$ cat src/rtl/tc_channel.sv
module tc_channel #(
  parameter int CNT_W  = 16,
  parameter int ADDR_W = 4,
  parameter int DATA_W = 32
) (
  input  logic              clk,
  input  logic              rst_n,
  input  logic [ADDR_W-1:0] addr,
  input  logic [DATA_W-1:0] wdata,
  input  logic              wr_en,
  input  logic              rd_en,
  output logic [DATA_W-1:0] rdata,
  output logic              irq
);
  localparam int PRE_W    = 10;
  localparam int TRIG_BIT = 14;
  localparam logic [ADDR_W-1:0] A_CMD   = ADDR_W'(0);
  localparam logic [ADDR_W-1:0] A_MODE  = ADDR_W'(1);
  localparam logic [ADDR_W-1:0] A_COUNT = ADDR_W'(2);
  localparam logic [ADDR_W-1:0] A_LIMIT = ADDR_W'(3);
  localparam logic [ADDR_W-1:0] A_STAT  = ADDR_W'(4);
  localparam logic [ADDR_W-1:0] A_IEN   = ADDR_W'(5);
  localparam logic [ADDR_W-1:0] A_IDIS  = ADDR_W'(6);
  localparam logic [ADDR_W-1:0] A_IMASK = ADDR_W'(7);

  logic [CNT_W-1:0] cnt, limit;
  logic [PRE_W-1:0] pre;
  logic [2:0]       clksel;
  logic             trig_en, run, flag, mask, tick, hit;

  wire wr_cmd   = wr_en && addr == A_CMD;
  wire restart  = wr_cmd && wdata[2];
  wire advance  = run && tick && !restart;
  wire rd_stat  = rd_en && addr == A_STAT;

  always_comb begin
    case (clksel)
      3'd0:    tick = pre[0];
      3'd1:    tick = &pre[2:0];
      3'd2:    tick = &pre[4:0];
      3'd3:    tick = &pre[6:0];
      3'd4:    tick = &pre[9:0];
      default: tick = 1'b0;
    endcase
  end

  assign hit = cnt == limit;

  always_ff @(posedge clk or negedge rst_n) begin
    if (!rst_n)       pre <= '0;
    else if (restart) pre <= '0;
    else              pre <= pre + 1'b1;
  end

  always_ff @(posedge clk or negedge rst_n) begin
    if (!rst_n)       cnt <= '0;
    else if (restart) cnt <= '0;
    else if (advance) cnt <= (hit && trig_en) ? '0 : cnt + 1'b1;
  end

  always_ff @(posedge clk or negedge rst_n) begin
    if (!rst_n)                            run <= 1'b0;
    else if (wr_cmd && wdata[1])           run <= 1'b0;
    else if (wr_cmd && (wdata[0] | wdata[2])) run <= 1'b1;
  end

  always_ff @(posedge clk or negedge rst_n) begin
    if (!rst_n) begin
      clksel  <= '0;
      trig_en <= 1'b0;
      limit   <= '0;
    end else if (wr_en) begin
      if (addr == A_MODE) begin
        clksel  <= wdata[2:0];
        trig_en <= wdata[TRIG_BIT];
      end
      if (addr == A_LIMIT) limit <= wdata[CNT_W-1:0];
    end
  end

  always_ff @(posedge clk or negedge rst_n) begin
    if (!rst_n)                 flag <= 1'b0;
    else if (advance && hit)    flag <= 1'b1;
    else if (rd_stat)           flag <= 1'b0;
  end

  always_ff @(posedge clk or negedge rst_n) begin
    if (!rst_n)                                     mask <= 1'b0;
    else if (wr_en && addr == A_IDIS && wdata[0])   mask <= 1'b0;
    else if (wr_en && addr == A_IEN && wdata[0])    mask <= 1'b1;
  end

  assign irq = flag & mask;

  always_comb begin
    rdata = '0;
    case (addr)
      A_MODE:  begin rdata[2:0] = clksel; rdata[TRIG_BIT] = trig_en; end
      A_COUNT: rdata[CNT_W-1:0] = cnt;
      A_LIMIT: rdata[CNT_W-1:0] = limit;
      A_STAT:  rdata[0] = flag;
      A_IMASK: rdata[0] = mask;
      default: rdata = '0;
    endcase
  end

  p_stop_wins_r3: assert property (@(posedge clk) disable iff (!rst_n)
    (wr_cmd && wdata[1]) |=> !run);

  p_hold_stopped_r4: assert property (@(posedge clk) disable iff (!rst_n)
    (!run && !restart) |=> $stable(cnt));

  p_dead_select_r6: assert property (@(posedge clk) disable iff (!rst_n)
    (clksel > 3'd4 && !restart) |=> $stable(cnt));

  p_wrap_r7: assert property (@(posedge clk) disable iff (!rst_n)
    (advance && hit && trig_en) |=> cnt == '0);

  p_match_flag_r8: assert property (@(posedge clk) disable iff (!rst_n)
    (advance && hit) |=> flag);

  p_mask_all_r10: assert property (@(posedge clk) disable iff (!rst_n)
    (wr_en && addr == A_IDIS && &wdata) |=> !irq);

  p_restart_zero_r2: assert property (@(posedge clk) disable iff (!rst_n)
    restart |=> cnt == '0);
endmodule

$ cat config.mk
export PLATFORM = sky130hd
export DESIGN_NAME = tc_channel
export DESIGN_NICKNAME = d
export VERILOG_FILES = /design/src/rtl/tc_channel.sv
export SDC_FILE = /design/constraint.sdc
export NUM_CORES = 1
export LEC_CHECK = 0
export ABC_AREA = 1
export ABC_CLOCK_PERIOD_IN_PS = 2200
export BUFFER_PORTS_ARGS = -buffer_cell sky130_fd_sc_hd__buf_4
export CORE_ASPECT_RATIO = 1.75
export CORE_MARGIN = 2
export CORE_UTILIZATION = 42
export CTS_BUF_LIST = sky130_fd_sc_hd__clkbuf_4 sky130_fd_sc_hd__clkbuf_8
export DETAILED_ROUTE_END_ITERATION = 8
export PLACE_DENSITY_LB_ADDON = 0.08
export RECOVER_POWER = 100
export SYNTH_ARGS = -nofsm -noshare
export SYNTH_HDL_FRONTEND = slang
export SYNTH_SLANG_ARGS = --single-unit
$ cat constraint.sdc
create_clock -name clk -period 2.2 [get_ports clk]
set_clock_uncertainty 0.05 [all_clocks]
set_input_delay 0.44 -clock clk [delete_from_list [all_inputs] [get_ports clk]]
set_output_delay 0.44 -clock clk [all_outputs]
set_load 0.01 [all_outputs]
=== After elaboration in Yosys (flattened, before gate mapping) ===
Cells that the tools add are included.
Widths: inputs -> output; s select.

* Register bits: 49
* Output and inout port bits: 33
* Input bits: 40
* Logic and storage cells: 66

* Reductions and logical operators: 26
* Multiplexer cells: 16
* Bitwise logic cells: 2
* Equal/unequal tests: 12
* Add/sub/neg operators: 2

{| class="wikitable"
|+ Operator list
! kind !! number
|-
| $mux 16 || 3
|-
| $pmux 11 s2 || 1
|-
| $add 16x1->16 const B || 1
|-
| $eq 16x16->1 || 1
|-
| $eq 4x3->1 const B || 4
|-
| $logic_and 1x1->1 || 13
|-
| $add 10x1->10 const B || 1
|-
| $mux 10 || 1
|-
| $pmux 1 s5 || 2
|-
| $reduce_and 10->1 || 1
|-
| $eq 4x2->1 const B || 2
|-
| $reduce_bool 2->1 || 4
|-
| $reduce_and 7->1 || 1
|-
| $eq 3x2->1 const B || 2
|-
| $mux 1 || 6
|-
| $pmux 2 s3 || 1
|-
| $reduce_and 5->1 || 1
|-
| $eq 4x1->1 const B || 1
|-
| $logic_not 4->1 || 1
|-
| $reduce_and 2->1 || 2
|-
| $eq 3x1->1 const B || 1
|-
| $eq 3x3->1 const B || 1
|-
| $logic_not 3->1 || 1
|-
| $pmux 1 s3 || 1
|-
| 5 further kinds || 5
|}

=== Longest topological paths before layout ===
* Word-level depth: 7
* Depth in mapped cells: 14
* Mapped depth without buffers: 12

=== Worst setup path before layout ===
No wires, ideal clock.

* Path type: register -> register
* Start: reg pre[0]
* End: reg cnt[10]
* Path slack: 0.333 ns
* Clock period less this slack: 1.867 ns
* Stages on the path, launching flop included: 15
* Data arrival time: 1.699 ns
* Data required time: 2.033 ns
* Cell sequence: dfrtp_1 -> ha_1 -> nand2_1 -> nor2_4 -> ha_1 -> nand2_1 -> nand2_1 -> nor2_1 -> nor2_1 -> nand3_2 -> and2_4 -> buf_6 -> buf_12 -> nand2_2 -> nand2_1

* Word-level cells in the longest chain between the ends: 5
* Elaborated cells between the ends (all ways): 8
* Those cells by class: mux (1); reduce/logical (7)

{| class="wikitable"
|+ Ends and longest elaborated chain
! element !! line !! text
|-
| start, declared || 27 || <nowiki>logic [PRE_W-1:0] pre;</nowiki>
|-
| start signal, assigned || 52 || <nowiki>else pre <= pre + 1'b1;</nowiki>
|-
| $reduce_and 10->1, or another cell as far along || 42 || <nowiki>3'd4: tick = &pre[9:0];</nowiki>
|-
| $pmux 1 s5 (*) || 37 || <nowiki>case (clksel)</nowiki>
|-
| $logic_and 1x1->1 (*) (2 in a row) || 33 || <nowiki>wire advance = run && tick && !restart;</nowiki>
|-
| $reduce_bool 2->1 (no line) (*) || -- ||
|-
| end signal, assigned || 58 || <nowiki>else if (advance) cnt <= (hit && trig_en) ? '0 : cnt + 1'b1;</nowiki>
|-
| end, declared || 26 || <nowiki>logic [CNT_W-1:0] cnt, limit;</nowiki>
|}

Mark *: on every way between the ends. The rest lies on a longest branch, timed or not.
A chain may end at the register's enable or synchronous reset.

=== Worst setup path after layout ===
* Start: in addr[1]
* End: out rdata[7]

* Word-level cells in the longest chain between the ends: 2
* Elaborated cells between the ends (all ways): 3
* Those cells by class: eq/ne (2); mux (1)

{| class="wikitable"
|+ Ends and longest elaborated chain
! element !! line !! text
|-
| start, declared || 8 || <nowiki>input logic [ADDR_W-1:0] addr,</nowiki>
|-
| $eq 4x2->1 || 97 || <nowiki>case (addr)</nowiki>
|-
| $pmux 11 s2 (*) || 97 ||
|-
| end, declared || 12 || <nowiki>output logic [DATA_W-1:0] rdata,</nowiki>
|}

Marks and branches as above.

==> impl_metrics.py <==
metrics = {
    "power": {
        "intPower_mw": 1.78,
        "p_leak_nw": 1.85,
        "p_comb_share_pct": 26.6,
        "p_switching_uw": 929,
        "p_per_area_nw_per_um2": 768,
        "clockPowerShare_pct": 25.4,
        "p_sw_share_pct": 34.3,
        "ir_drop_v": 0.000493,
        "pwr-share-seq_pct": 48.0,
    },
    "global_route": {
        "antenna_found_initial": 0,
        "grt_first_pass_wirelength_microns": 12900,
        "grtUsageTotal_pct": 19.9,
        "globalRouteOverflowTotal": 0,
        "grt_max_degree": 50,
        "grt_pass1_vias": 2718,
    },
    "cts": {
        "clk_latency_ns": 0.31,
        "path_clk_slew_ns": 0.09,
        "cts.sink_count": 49,
        "cts_tree": "yes",
        "hold_buffers": 0,
        "cts-buffers-inserted": 5,
        "clockBufferDepth": 2,
        "root_buffer": "clkbuf_8",
        "h-tree-depth": 2,
    },
    "synthesis": {
        "syn_area_sq_um": 3150,
        "seq_area_frac_synth_pct": 38.9,
        "postSynthCellCount": 431,
        "syn_avg_cell_area_sq_um": 7.32,
        "synth_cell_type_count": 35,
        "ys_seq_elements": 49,
        "ys_warn_count": 0,
    },
    "timing": {
        "post-route-min-period_ns": 2.04,
        "setup_viol": 0,
        "hold_viol": 0,
        "rsz0062_at_grt": "no",
        "whs_ns": 0.269,
        "post-route-period-util_pct": 92.9,
        "fmax_mhz": 489,
        "max_slew_margin_pct": 15.7,
        "slew_violations": 0,
        "worst_slew_pin_slew_ns": 1.26,
        "fin_ws_ns": 0.156,
        "tns_ns": 0,
    },
    "worst_setup_path": {
        "critPathLaunchType": "input port",
        "worst_path_max_delay_cell": "clkbuf_2",
        "cp_max_fo": 8,
        "cp.required_ns": 1.71,
        "cp_cell_sequence": "buf_4 -> inv_1 -> nor2_1 -> nand2_1 -> clkbuf_2 -> o21ai_0 -> clkbuf_1",
        "slowest_delay_ns": 0.24,
        "cp.arrival_ns": 1.55,
        "worstReg2RegEnd": "flag",
        "path_buf_inv": 4,
        "r2r-start": "pre[1]",
        "crit_family": "buffers and inverters",
        "cp.depth": 7,
        "worstRegToRegCells": 13,
        "startpoint": "addr[1]",
        "cp-end-kind": "output port",
        "cp-endpoint": "rdata[7]",
        "timing.reg2reg.setup_slack_ns": 0.19,
        "critPathKind": "input port to output port",
    },
    "route": {
        "via_count": 2776,
        "drt_wl_total_microns": 7960,
        "drcViolationCount": 0,
        "antenna_left": 0,
        "avgViaCountPerCell": 4.90,
        "drt_pass1_iterations": 4,
        "drtIter0Drc": 115,
        "avgRoutedWirePerCell_microns": 14.0,
    },
    "placement": {
        "gp_congestion": 0.882,
        "dp_slack_ns": 0.151,
        "hpwlAfterDp_microns": 6050,
        "port_buffers": 40,
        "dp_cells": 557,
    },
    "final_layout": {
        "fin_cells": 567,
        "drive_gt1_share_pct": 13.9,
        "layout.nets": 524,
        "antenna_cells": 0,
        "post-route-util_pct": 48.8,
        "syn2layout_area_growth_pct": 12.0,
    },
    "outcome": {
        "status": "completed",
    },
    "min_path": {
        "min_path_type": "input port to flip-flop",
    },
    "floorplanning": {
        "start_util_pct": 43.6,
        "ios": 73,
        "fp.dieW_microns": 69.5,
        "die_y_microns": 119,
        "dieArea_sq_um": 8250,
        "rows": 41,
        "fp.coreArea_sq_um": 7230,
    },
    "flow_run": {
        "maxCapViolations": 0,
    },
}
==> synthesized netlist by cell type (all sizes together) <==
| master | number | area (sq um) |
|---|---|---|
| ha | 4 | 50.1 |
| o221ai | 2 | 17.5 |
| xnor2 | 2 | 17.5 |
| nor4 | 1 | 6.26 |
| o22a | 1 | 8.76 |
| clkbuf | 6 | 27.5 |
| o21ai | 22 | 114 |
| nand3 | 30 | 173 |
| a31oi | 2 | 12.5 |
| xor2 | 20 | 175 |
| and2 | 1 | 8.76 |
| conb | 1 | 3.75 |
| nand4 | 4 | 25.0 |
| inv | 55 | 206 |
| o22ai | 7 | 43.8 |
| buf | 23 | 185 |
| a32o | 1 | 10.0 |
| nor3 | 8 | 40.0 |
| a21oi | 5 | 25.0 |
| nor2 | 50 | 236 |
| nand2 | 137 | 542 |
| dfrtp | 49 | 1230 |
==> layout by cell type (no fill, tap or decap), types with 2 or more instances in the layout <==
master    netlist  routed
inv_2           6       4
nand2_1       126     129
inv_1          49      51
clkbuf_8        0       6
buf_4          17      35
xnor2_1         2       2
nand2_2        11       8
nor3_1          8       8
nand4_1         4       4
conb_1          1      16
ha_1            4       4
nand3_2         2       2
o221ai_1        2       2
clkbuf_1        2      17
nor2_4          4       4
clkbuf_2        4       4
a31oi_1         2       2
xor2_1         20      20
a21oi_1         5       5
nand3_1        27      28
nor2_1         44      46
dfrtp_1        49      49
o21ai_0        19      21
o22ai_1         7       7
==> state kept, by name, summed over array words and instances, names as in the netlist <==
register	flops
clksel	3
cnt	16
flag	1
limit	16
mask	1
pre	10
run	1
trig_en	1
==> how the worst min path moves through the flow <==
stage                        start   endpoint  slack, ns  cells past startpoint
final                     wdata[7]   limit[7]       0.27                      3
after global routing      wdata[7]   limit[7]       0.27                      3
after CTS                    rst_n     cnt[8]       0.12                      1
after detailed placement     rst_n     cnt[8]       0.46                      1
after global placement     cnt[14]    cnt[14]       0.45                      2
after floorplan              rst_n  clksel[0]       0.09                      0
==> cells by family after synthesis <==
kind of cell | synth area share, %
XOR/XNOR | 6.11
adder cells (fa/ha/maj) | 1.59
buffers and inverters | 13.3
AO/OA/AOI/OAI | 7.34
AND/OR/NAND/NOR | 32.7
flip-flops | 38.9
other | 0.119
==> through the flow <==
| stage | power (mW) | cell area, sq um |
|---|---|---|
| after global routing | 2.90 | 3530 |
| after global placement | 2.04 | 3510 |
| after CTS | 2.75 | 3630 |
| final | 2.71 | 3530 |
| after detailed placement | 2.06 | 3510 |
| after floorplan | 1.83 | 3210 |
==> tightest hold or removal path: cells and delay by family <==
kind | cells | cell delay [ns]
buf+inv | 1 | 0.08
simple gates | 2 | 0.09
==> what timing repair did <==
item	in CTS	in global routing
gates resized for setup	0	0
buffers inserted	0	2
setup endpoints to repair	0	2
==> routing by layer <==
| metal | part of all wire (%) | global-route usage, % |
|---|---|---|
| met2 | 56 | 38.3 |
| met4 | 1.8 | 6.99 |
| met5 | 0 | 0 |
| met3 | 2.6 | 2.73 |
| met1 | 39 | 21.6 |
==> power by group through the flow <==
stage	combinational [mW]	sequential, mW	clock (mW)
final	0.721	1.30	0.689
after global routing	0.838	1.33	0.732
after CTS	0.739	1.30	0.706
after detailed placement	0.735	1.32	0
after global placement	0.726	1.32	0
after floorplan	0.580	1.25	0
==> final cells by class <==
class | count | area (sq um)
repair buffers | 56 | 347
flip-flops and latches | 49 | 1230
clock buffers | 7 | 90.1
well taps | 86 | 108
clock inverters | 1 | 30.0
inverters | 55 | 206
fillers | 826 | 3700
multi-input cells | 313 | 1530
Power figures use the tool's default switching activity.
